==> config.mk <==
export PLATFORM = sky130hd
export DESIGN_NAME = lcd_scan_drv
export DESIGN_NICKNAME = d
export VERILOG_FILES = /design/src/rtl/lcd_pkg.sv /design/src/rtl/lcd_latch_bank.sv /design/src/rtl/lcd_row_seq.sv /design/src/rtl/lcd_out_stage.sv /design/src/rtl/lcd_scan_drv.sv
export SDC_FILE = /design/constraint.sdc
export NUM_CORES = 1
export LEC_CHECK = 0
export ABC_AREA = 1
export BUFFER_PORTS_ARGS = -buffer_cell sky130_fd_sc_hd__buf_2
export CORE_ASPECT_RATIO = 1.5
export CORE_MARGIN = 2
export CORE_UTILIZATION = 35
export DETAILED_ROUTE_END_ITERATION = 7
export GPL_TIMING_DRIVEN = 0
export PLACE_DENSITY = 0.57
export SLEW_MARGIN = 30
export SYNTH_ARGS = -nofsm -noshare
export SYNTH_HDL_FRONTEND = slang
export SYNTH_SLANG_ARGS = --single-unit
==> constraint.sdc <==
create_clock -name clk -period 7.97 [get_ports clk]
set_clock_uncertainty 0.1 [all_clocks]
set_input_delay 0.797 -clock clk [delete_from_list [all_inputs] [get_ports clk]]
set_output_delay 0.797 -clock clk [all_outputs]
set_load 0.01 [all_outputs]
==> src/rtl/lcd_pkg.sv <==
package lcd_pkg;
  localparam int LVW = 3;

  typedef enum logic [LVW-1:0] {
    LV_OFF    = 3'd0,
    LV_SEL    = 3'd1,
    LV_SEL_N  = 3'd2,
    LV_NSEL   = 3'd3,
    LV_NSEL_N = 3'd4,
    LV_YIELD  = 3'd5,
    LV_LED_ON = 3'd6
  } lvl_t;
endpackage

==> src/rtl/lcd_latch_bank.sv <==
module lcd_latch_bank #(
  parameter int NSEG = 56,
  parameter int NROW = 4,
  localparam int ROWW = $clog2(NROW)
) (
  input  logic            clk,
  input  logic            rst,
  input  logic            wr_en,
  input  logic [ROWW-1:0] wr_addr,
  input  logic [NSEG-1:0] wr_data,
  input  logic            ld_en,
  input  logic [ROWW-1:0] ld_addr,
  output logic [NSEG-1:0] shadow
);
  logic [NSEG-1:0] mem [NROW];

  always_ff @(posedge clk) begin
    if (rst) begin
      for (int i = 0; i < NROW; i++) mem[i] <= '0;
      shadow <= '0;
    end else begin
      if (wr_en) mem[wr_addr] <= wr_data;
      if (ld_en) shadow <= mem[ld_addr];
    end
  end

  // the held pattern changes only at a row load
  a_r9_hold_between_rows: assert property (@(posedge clk) disable iff (rst)
    !ld_en |=> $stable(shadow));
endmodule

==> src/rtl/lcd_row_seq.sv <==
module lcd_row_seq #(
  parameter int NROW = 4,
  localparam int ROWW = $clog2(NROW)
) (
  input  logic            clk,
  input  logic            rst,
  input  logic            tick,
  input  logic [1:0]      duty_sel,
  output logic            running,
  output logic            half,
  output logic [ROWW-1:0] row,
  output logic            ld_en,
  output logic [ROWW-1:0] ld_addr
);
  logic [ROWW-1:0] last;

  function automatic logic [ROWW-1:0] dec_duty(input logic [1:0] d);
    case (d)
      2'b01:   return ROWW'(1);
      2'b10:   return ROWW'(2);
      default: return ROWW'(NROW - 1);
    endcase
  endfunction

  always_comb begin
    ld_en   = 1'b0;
    ld_addr = '0;
    if (tick) begin
      if (!running) begin
        ld_en = 1'b1;
      end else if (half) begin
        ld_en   = 1'b1;
        ld_addr = (row == last) ? '0 : row + 1'b1;
      end
    end
  end

  always_ff @(posedge clk) begin
    if (rst) begin
      running <= 1'b0;
      half    <= 1'b0;
      row     <= '0;
      last    <= ROWW'(NROW - 1);
    end else if (tick) begin
      if (!running) begin
        running <= 1'b1;
        half    <= 1'b0;
        row     <= '0;
        last    <= dec_duty(duty_sel);
      end else if (!half) begin
        half <= 1'b1;
      end else begin
        half <= 1'b0;
        row  <= ld_addr;
        if (row == last) last <= dec_duty(duty_sel);
      end
    end
  end

  // the active row never passes the last row of the chosen duty
  a_r3_row_in_range: assert property (@(posedge clk) disable iff (rst)
    row <= last);
  // every tick while scanning flips the half-phase
  a_r3_half_flips: assert property (@(posedge clk) disable iff (rst)
    (running && tick) |=> half != $past(half));
endmodule

==> src/rtl/lcd_out_stage.sv <==
module lcd_out_stage
  import lcd_pkg::*;
#(
  parameter int NSEG = 56,
  parameter int NROW = 4,
  parameter int NLED = 8,
  parameter int NKEY = 8,
  localparam int ROWW = $clog2(NROW)
) (
  input  logic                 clk,
  input  logic                 rst,
  input  logic                 running,
  input  logic                 half,
  input  logic [ROWW-1:0]      row,
  input  logic [NSEG-1:0]      shadow,
  input  logic                 out_en,
  input  logic                 lcd_mode,
  input  logic                 key_scan,
  output logic [NSEG*LVW-1:0]  seg_q,
  output logic [NROW*LVW-1:0]  com_q
);
  lvl_t on_lv, off_lv;
  logic blank;
  lvl_t seg_d [NSEG];
  lvl_t com_d [NROW];

  assign blank  = !out_en || !running;
  assign on_lv  = half ? LV_SEL_N : LV_SEL;
  assign off_lv = half ? LV_NSEL_N : LV_NSEL;

  for (genvar g = 0; g < NSEG; g++) begin : g_seg
    if (g < NKEY) begin : g_key
      assign seg_d[g] = blank ? LV_OFF : key_scan ? LV_YIELD :
                        (shadow[g] ? on_lv : off_lv);
    end else if (g >= NSEG - NLED) begin : g_led
      assign seg_d[g] = blank ? LV_OFF :
                        !lcd_mode ? (shadow[g] ? LV_OFF : LV_LED_ON) :
                        (shadow[g] ? on_lv : off_lv);
    end else begin : g_lcd
      assign seg_d[g] = blank ? LV_OFF : (shadow[g] ? on_lv : off_lv);
    end
  end

  for (genvar g = 0; g < NROW; g++) begin : g_com
    localparam logic [ROWW-1:0] GI = ROWW'(g);
    assign com_d[g] = blank ? LV_OFF : (row == GI) ? on_lv : off_lv;
  end

  always_ff @(posedge clk) begin
    if (rst) begin
      seg_q <= '0;
      com_q <= '0;
    end else begin
      for (int j = 0; j < NSEG; j++) seg_q[j*LVW +: LVW] <= seg_d[j];
      for (int i = 0; i < NROW; i++) com_q[i*LVW +: LVW] <= com_d[i];
    end
  end

  logic [NROW-1:0] sel_flag;
  for (genvar g = 0; g < NROW; g++) begin : g_flag
    assign sel_flag[g] = (com_q[g*LVW +: LVW] == LV_SEL) ||
                         (com_q[g*LVW +: LVW] == LV_SEL_N);
  end

  // blanking forces every output code to 0
  a_r7_blank_all_off: assert property (@(posedge clk) disable iff (rst)
    !out_en |=> (seg_q == '0 && com_q == '0));
  // exactly one common is selected while scanning and enabled
  a_r4_one_selected: assert property (@(posedge clk) disable iff (rst)
    (running && out_en) |=> $countones(sel_flag) == 1);
endmodule

==> src/rtl/lcd_scan_drv.sv <==
module lcd_scan_drv
  import lcd_pkg::*;
#(
  parameter int NSEG = 56,
  parameter int NROW = 4,
  parameter int NLED = 8,
  parameter int NKEY = 8,
  localparam int ROWW = $clog2(NROW)
) (
  input  logic                clk,
  input  logic                rst,
  input  logic                wr_en,
  input  logic [ROWW-1:0]     wr_addr,
  input  logic [NSEG-1:0]     wr_data,
  input  logic [1:0]          duty_sel,
  input  logic                lcd_mode,
  input  logic                out_en,
  input  logic                key_scan,
  input  logic                tick,
  output logic [NSEG*LVW-1:0] seg_lv,
  output logic [NROW*LVW-1:0] com_lv
);
  logic            running, half, ld_en;
  logic [ROWW-1:0] row, ld_addr;
  logic [NSEG-1:0] shadow;

  lcd_row_seq #(.NROW(NROW)) i_seq (
    .clk(clk), .rst(rst), .tick(tick), .duty_sel(duty_sel),
    .running(running), .half(half), .row(row),
    .ld_en(ld_en), .ld_addr(ld_addr)
  );

  lcd_latch_bank #(.NSEG(NSEG), .NROW(NROW)) i_bank (
    .clk(clk), .rst(rst), .wr_en(wr_en), .wr_addr(wr_addr),
    .wr_data(wr_data), .ld_en(ld_en), .ld_addr(ld_addr), .shadow(shadow)
  );

  lcd_out_stage #(.NSEG(NSEG), .NROW(NROW), .NLED(NLED), .NKEY(NKEY)) i_out (
    .clk(clk), .rst(rst), .running(running), .half(half), .row(row),
    .shadow(shadow), .out_en(out_en), .lcd_mode(lcd_mode),
    .key_scan(key_scan), .seg_q(seg_lv), .com_q(com_lv)
  );
endmodule

# Word level (Yosys, flattened, before mapping)
# Memory sizes are Yosys's and may differ from the RTL's. A register that Yosys moved wholly into a read port is not among the register bits.
# Cells that the tools add are included.
op_classes:
  n_addsub: 1
  multipliers: 0
  div_mod_pow: 0
  magnitude_cmp: 0
  n_eq_ne: 8
  shifts: 0
  mux: 109
  bitwise: 0
  n_reduce_logical: 9
op_table:
  columns: ["cell", "count"]
  rows:
  - ["3-bit two-way mux", 85]
  - ["56-bit two-way mux", 1]
  - ["56-bit OR reduction", 1]
  - ["2-bit two-way mux", 11]
  - ["1-bit two-way mux", 11]
  - ["2-bit equality test, second input constant", 3]
  - ["2-bit by 1-bit equality test with 1-bit output, second input constant", 2]
  - ["2-bit != test, second input constant", 2]
  - ["2-bit case mux with 2 select lines", 1]
  - ["3-bit AND reduction", 1]
  - ["3-bit OR reduction", 1]
  - ["2-bit by 1-bit adder with 2-bit output, second input constant", 1]
  - ["2-bit equality test", 1]
  - ["1-bit logical NOT", 2]
  - ["2-bit logical NOT", 1]
  - ["2-bit AND reduction", 1]
  - ["2-bit OR reduction", 1]
  - ["1-bit logical OR", 1]
totals:
  register_bits: 186
  latch_bits: 0
  ramBits: 224
  rom_bits: 0
  input_bits: 67
  out_inout_bits: 180
  word_cells: 135
  n_memories: 1
mem_list:
  columns: ["name", "words", "word_bits", "read_ports", "rd_ports_with_merged_regs", "wr", "line", "source"]
  rows:
  - ["i_bank.mem", 4, 56, 1, 1, 4, "lcd_latch_bank.sv:15", "logic [NSEG-1:0] mem [NROW];"]

# Logic depth before layout (Yosys ltp)
# Gate-level depths: netlist of run 1.
depth:
  depth_word: 7
  depth_mapped: 11
  ltp_nobuf: 9

# Hierarchy
# Synthesis of run 1 repeated with hierarchy kept, for this count alone.
unflattened:
  cells_unflattened: 1675
  hier_area_um2: 16502.1
by_module_without_submodules:
  columns: ["mod", "instances", "cells_each", "area_per_inst_um2", "seq_area_each_um2"]
  rows:
  - ["lcd_latch_bank", 1, 1163, 11732.5, 7847.5]
  - ["lcd_out_stage", 1, 465, 4456.8, 2462.4]
  - ["lcd_row_seq", 1, 47, 312.8, 120.1]

# Worst setup path after synthesis of run 1
# No wires, ideal clock.
synth_path:
  kind: "in2reg"
  from: "input port wr_addr[1]"
  to: "memory i_bank.mem[2][0], enable pin"
  setup_ps: 547
  arrival_ps: 5110
  t_required_ps: 7323
  slack_ps: 2212
  stages: 5
  path_buffers: 1
  cell_sequence: "inv_1 -> nor2_1 -> inv_1 -> clkbuf_1 -> o21ai_0"
synth_rtl:
  columns: ["item", "line", "source"]
  rows:
  - ["start: declaration", "lcd_scan_drv.sv:13", "input logic [ROWW-1:0] wr_addr,"]
  - ["end: declaration", "lcd_latch_bank.sv:15", null]

# Worst setup path in the final report of run 1
layout_path:
  from: "register i_seq.half"
  to: "register i_bank.shadow[24], read port of i_bank.mem"
layout_between:
  elab_chain_cells: 3
  word_cells_on_any_way: 6
  classes_between: "mux: 6"
layout_lines:
  columns: ["item", "line", "source"]
  rows:
  - ["start: declaration", "lcd_row_seq.sv:10", "output logic half,"]
  - ["start signal: assignment", "lcd_row_seq.sv:41", "half <= 1'b0;"]
  - ["start signal: assignment", "lcd_row_seq.sv:47", "half <= 1'b0;"]
  - ["start signal: assignment", "lcd_row_seq.sv:51", "half <= 1'b1;"]
  - ["2-bit two-way mux / 1-bit two-way mux (equally long branches)", "lcd_row_seq.sv:31", "end else if (half) begin"]
  - ["2-bit two-way mux / 1-bit two-way mux (equally long branches)", "lcd_row_seq.sv:29", "if (!running) begin"]
  - ["2-bit two-way mux / 1-bit two-way mux (equally long branches)", "lcd_row_seq.sv:28", "if (tick) begin"]
  - ["end: declaration", "lcd_latch_bank.sv:13", "output logic [NSEG-1:0] shadow"]
# Several ways; a longest one is shown, not always the timed one.
# A chain may end at the register's enable or synchronous reset.

==> out/qor.txt, run 1 <==
Status = completed
Post-CTS Resized = 0
Die height = 270 µm
Post-route ant nets = 0
IO buf count = 244
Avg Vias per Cell = 4.99
PwrDens = 234 nW/µm²
Final setup vio count = 0
P_int = 3.54 mW
Vias in the first global route = 13000
# hold bufs at CTS = 0
Headroom to the max-slew limit = 35.8%
Combinational Power Share = 8.3%
Synthesized area = 16500 µm²
Cell Chain, Critical Path = buf_4 -> nand2_2 -> o21ai_0 -> inv_1 -> nor2_1 -> buf_2 -> buf_2 -> nand3_1 -> nand2_1
Dpl cells = 2524
Yosys Warn Count = 0
Post-Syn Instances = 1675
VDD IR max = 0.000144 V
Num rows = 97
Leak Pwr = 9.12 nW
Clock transition at path regs = 0.07 ns
Reg-to-reg endpoint = i_bank.shadow[24]
H-Tree Depth = 2
Startpoint Class = flop
Total CTS buffers = 40
Distinct cells, synth = 26
DRT Pass-1 Iters = 5
Fin area = 20000 µm²
Post-route clock period utilization = 36.0%
Reg2reg start = i_seq.half
Global-route wire length before repair = 74200 µm
Vias = 13000
Sequential fraction of the synthesis area = 63.3%
GRT overflow = 0
Initial drt markers = 827
Hold path depth = 2
Placed cell areas = 18700 µm²
Root buf cell = clkbuf_16
Post-synth EDFFs = 224
Hold Startpoint = i_bank.shadow[7]
Hold EP = i_bank.shadow[7]
Largest cells by area after synthesis = edfxtp_1 (41%), dfxtp_1 (22%), nor2_1 (7.1%), nand2_1 (5.4%), nand3_1 (5.2%)
Antenna violations before repair = 1
CP max-delay cell = dfxtp_1
CP peak stage delay = 0.90 ns
Slew Viols, Final = 0
Flop2flop setup slack = 5.10 ns
Final HPWL DP = 33800 µm
Tot GR Track Use = 19.6%
Fill count = 4578
Die footprint = 48900 µm²
Fmax = 348 MHz
Syn Area/Cell = 9.84 µm²
Worst setup EP type = flop
Yosys top cell by area = edfxtp_1
Unrepaired setup endpoints after global routing = false
Largest fanout on the critical path = 17
Post-synth top area share = 40.8%
Sequential share of power = 51.7%
Asr flop ratio synth = 0%
NumNets Final = 2059
Worst skew pair latency = 0.55 ns
Non-filler instance count after layout = 2596
R2R cell count = 9
Footprint of the multi-input gates = 4730 µm²
Final wirelength = 48000 µm
Worst slew pin tran = 0.964 ns
Postcts setup bufs = 0
DRC = 0
Register area = 10400 µm²
Commonest cells in the netlist = nor2_1 (312), nand2_1 (238), edfxtp_1 (224)
DP Worst Slack = 4.72 ns
CTS tree = done
Syn nets = 1762
CP most frequent cell = buf_2
Most frequent cell after synthesis = nor2_1
Share of cells above drive strength 1 = 22.5%
CTS sink count = 409
Setup CP Type = reg -> reg
Routed WL per cell = 18.5 µm
Crit path launch = i_seq.half
Core area = 46600 µm²
Initial Utilization = 35.4%
Layout area overhead = 21.1%
Crit path DAT = 3.25 ns
Switching Fraction = 24.1%
Max-cap check violation count = 0
Hold Path Class = reg -> reg
NetSw = 1.12 mW
Fin. Hold Viols = 0
Chip width = 181 µm
Final setup margin = 5.10 ns
#FFs+latches synth = 409
RD Place Congestion = 0.815
# IOs = 247
Largest net degree at the start of global routing = 45
Fin Setup TNS = 0 ns
Final Critical Period = 2.87 ns
Critical Path RT = 8.35 ns
Clock power frac = 40.0%
CTS max path bufs = 3
Synth Flop Type = edfxtp_1
==> power groups by stage <==
| stage | clock [mW] | combinational [mW] | sequential, mW |
|---|---|---|---|
| after CTS | 1.90 | 0.389 | 2.41 |
| after floorplan | 0 | 0.219 | 2.46 |
| after global placement | 0 | 0.365 | 2.46 |
| final | 1.87 | 0.385 | 2.41 |
| after global routing | 1.99 | 0.429 | 2.42 |
| after detailed placement | 0 | 0.387 | 2.46 |
==> flip-flops by register name, summed over array words and instances, names as in the netlist <==
name / count
i_seq.row: 2
i_seq.last: 2
i_out.com_q: 9
i_out.seg_q: 114
i_seq.running: 1
i_bank.mem: 224
i_seq.half: 1
i_bank.shadow: 56
==> per-layer routing <==
layer	wire (µm)	track usage, %
met3	3090	3.17
met2	24600	35.6
met4	2150	9.03
met5	13	0
met1	18200	22.3
==> worst max path at each step <==
stage / slack (ns) / depth (start not counted) / to
after global placement: -0.84 / 6 / i_bank.mem[2][39]
after floorplan: 2.21 / 5 / i_bank.mem[2][0]
final: 5.10 / 9 / i_bank.shadow[24]
after global routing: 4.91 / 9 / i_bank.shadow[24]
after CTS: 5.10 / 9 / i_bank.shadow[24]
after detailed placement: 4.72 / 7 / i_out.seg_q[46]
==> stage by stage <==
stage          power [mW]  util [%]  hold slack [ns]
2_1_floorplan        2.68         -            0.324
3_3_place_gp         2.83      39.6            0.341
3_5_place_dp         2.84      40.1            0.341
4_1_cts              4.70      42.8            0.354
5_1_grt              4.84      42.8            0.369
6_report             4.66      42.8            0.351
==> critical path: cells and delay by family, from the launching register on <==
| kind | cells | cell delay [ns] |
|---|---|---|
| buffers and inverters | 4 | 1.13 |
| DFF | 1 | 0.90 |
| and+or+nand+nor | 4 | 0.54 |
| AOI/OAI and AO/OA | 1 | 0.13 |
==> layout make-up <==
type | count | area share, %
Inverter | 98 | 1.84
Timing Repair Buffer | 255 | 7.11
Tap cell | 594 | 3.72
Buffer | 181 | 5.03
Antenna cell | 1 | 0.0125
Sequential cell | 409 | 52.3
Clock buffer | 47 | 5.52
Clock inverter | 24 | 0.840
Multi-Input combinational cell | 987 | 23.7
==> cells in the final DEF, fill, tap and decap left out, types with 3 or more instances in the layout <==
cell | netlist | final
nor2_1 | 312 | 312
buf_2 | 64 | 308
nand2_1 | 238 | 236
edfxtp_1 | 224 | 224
dfxtp_1 | 185 | 184
nand3_1 | 170 | 170
nand4_1 | 113 | 113
inv_1 | 97 | 97
buf_4 | 65 | 65
nor3_1 | 56 | 56
clkbuf_1 | 45 | 48
clkbuf_16 | 0 | 43
a21oi_1 | 33 | 33
xor2_1 | 30 | 30
ha_1 | 20 | 20
clkinv_1 | 0 | 13
buf_1 | 7 | 7
clkinv_2 | 0 | 4
buf_6 | 0 | 4
nand2_4 | 1 | 3
o21ai_0 | 4 | 3
buf_16 | 0 | 3
==> cell families (layout without fill, tap and decap cells) <==
kind of cell	count (synthesis)	count (layout)	synth area share (%)
AOI/OAI and AO/OA	41	41	1.29
xor gates and xnor gates	30	30	1.59
adders and majority gates	20	20	1.52
buffers and inverters	279	605	8.32
DFF	409	409	63.3
other	0	1	0
and+or+nand+nor	896	896	24.0
Note: power is estimated with default switching activity, not from simulation.
==> run 2, diff against run 1 <==
Settings changed: PLACE_DENSITY 0.57 to 0.59.
Clock period 7.97 ns to 2.52 ns, I/O delays scaled along.
==> out/qor.txt, run 2 (synthesized netlist as in run 1, its figures left out) <==
Status = completed
Core area = 46600 µm² (unchanged)
Dpl cells = 2523 (-0.040%)
Final HPWL DP = 33600 µm (-0.81%)
DRT Pass-1 Iters = 5 (unchanged)
Headroom to the max-slew limit = 47.7% (+12 points)
Unrepaired setup endpoints after global routing = false
Fin Setup TNS = 0 ns (unchanged)
Crit path DAT = 2.77 ns (-0.48 ns)
NumNets Final = 2098 (+1.9%)
Root buf cell = clkbuf_16
Max FFs per register = 224 (unchanged)
Commonest non-fill, non-tap cell in the layout = nor2_1
RD Place Congestion = 0.808 (-0.82%)
Share of cells above drive strength 1 = 22.5% (about the same)
Fin util = 43.9% (+1.0 points)
CTS tree = done
Fin. Hold Viols = 0 (unchanged)
Post-route ant nets = 0 (unchanged)
Vias = 13000 (+0.50%)
H-Tree Depth = 2 (unchanged)
Worst slew pin tran = 0.784 ns (-0.179 ns)
GRT overflow = 0 (unchanged)
Startpoint Class = flop
Leak Pwr = 9.34 nW (+2.5%)
Die height = 270 µm (unchanged)
Slew Viols, Final = 0 (unchanged)
Commonest cells after routing, fill and taps aside = nor2_1 (312), buf_2 (304), nand2_1 (236)
Final Critical Period = 2.41 ns (-0.468 ns)
DRC = 0 (unchanged)
Critical Path RT = 2.89 ns (-5.46 ns)
Final wirelength = 47600 µm (-0.84%)
PwrDens = 731 nW/µm² (+210%)
Avg Vias per Cell = 4.94 (-0.99%)
Max-cap check violation count = 0 (unchanged)
Biggest register = i_bank.mem
IO buf count = 244 (unchanged)
Hold Slack = 0.00198 ns (-0.349 ns)
Initial Utilization = 35.4% (unchanged)
Postcts setup bufs = 0 (unchanged)
Non-filler instance count after layout = 2635 (+1.5%)
Initial drt markers = 999 (+21%)
Fmax = 416 MHz (+19%)
Chip width = 181 µm (unchanged)
Worst setup EP type = flop
VDD IR max = 0.000451 V (+210%)
# IOs = 247 (unchanged)
Clock transition at path regs = 0.06 ns (about the same)
Layout area overhead = 24.0%
Vias in the first global route = 13000 (+0.15%)
CTS max path bufs = 3 (unchanged)
Routed WL per cell = 18.1 µm (-2.3%)
CTS sink count = 409 (unchanged)
Worst skew pair latency = 0.54 ns (about the same)
Tot GR Track Use = 19.3% (-0.26 points)
Final setup vio count = 0 (unchanged)
Regs by FF count = i_bank.mem (224), i_out.seg_q (114), i_bank.shadow (56)
Num rows = 97 (unchanged)
Antenna violations before repair = 1 (unchanged)
Die footprint = 48900 µm² (unchanged)
Global-route wire length before repair = 73300 µm (-1.2%)
Post-route clock period utilization = 95.4% (+59 points)
Total CTS buffers = 39 (-2.5%)
Largest fanout on the critical path = 10 (-7)
Largest net degree at the start of global routing = 45 (unchanged)
# diodes = 0 (-1)
Hold Path Class = in -> reg
Setup CP Type = reg -> reg
[run 2: changes by cell type in the layout (fill, tap and decap cells not counted), sizes merged]
cell         delta
dlygate4sd3    +41
clkbuf         +20
clkinv         -13
buf             -5
clkinvlp        -2
bufinv          -1
diode           -1
[run 2: per-layer routing]
metal,wire length [µm],part of all wire [%],track usage [%],vias to the layer above
met5,16,0.034,0,-
met4,2170,4.6,9.61,2
met3,2990,6.3,2.90,105
met2,24600,52,34.9,512
met1,17800,37,22.1,6175
li1,-,-,-,6225
[run 2: path summary, 6_finish.rpt]
path	from	endpoint	slack, ns	depth (start not counted)
setup / recovery	i_seq.running	i_out.seg_q[58]	0.11	6
hold / removal	wr_data[28]	i_bank.mem[1][28]	0.002	3
setup reg to reg	i_seq.running	i_out.seg_q[58]	0.11	6
hold reg to reg	i_bank.shadow[34]	i_out.seg_q[104]	0.35	1
[run 2: area by class of cell]
type,count,area [µm²]
clock inverter,8,62.6
tap,594,743
timing repair buffer,295,1820
inverter,98,368
buffer,181,1010
clock buffer,63,1270
fill,4500,26200
multi-input combinational,987,4730
sequential,409,10400
[run 2: metrics by stage]
| step | setup WS [ns] | power (mW) | area [µm²] |
|---|---|---|---|
| 4_1_cts | 0.0638 | 15.0 | 20400 |
| 2_1_floorplan | -0.212 | 8.46 | 16500 |
| 3_5_place_dp | -0.390 | 8.99 | 18700 |
| 6_report | 0.115 | 14.9 | 20400 |
| 3_3_place_gp | -1.74 | 8.92 | 18500 |
| 5_1_grt | 0.00750 | 15.5 | 20400 |
[run 2: critical path: stages (launching register included)]
cell and delay, ns:
dfxtp_1 0.32, buf_2 0.24, nand3_1 0.30, nor2_1 0.62, buf_2 0.50, nor2_1 0.07, a21oi_1 0.14
[run 2: report_power, final]
group / internal [mW] / switching [mW]
logic: 0.455 / 0.814
clock network: 3.56 / 2.48
registers: 7.45 / 0.171
[run 2: repair_timing]
action                                 in CTS  in global routing
pin swaps                                   0                  0
cloned                                      0                  0
setup endpoints to repair                  57                  4
hold buffers                               41                  0
endpoints found under the hold margin     103                  0
gates resized for setup                     2                  4
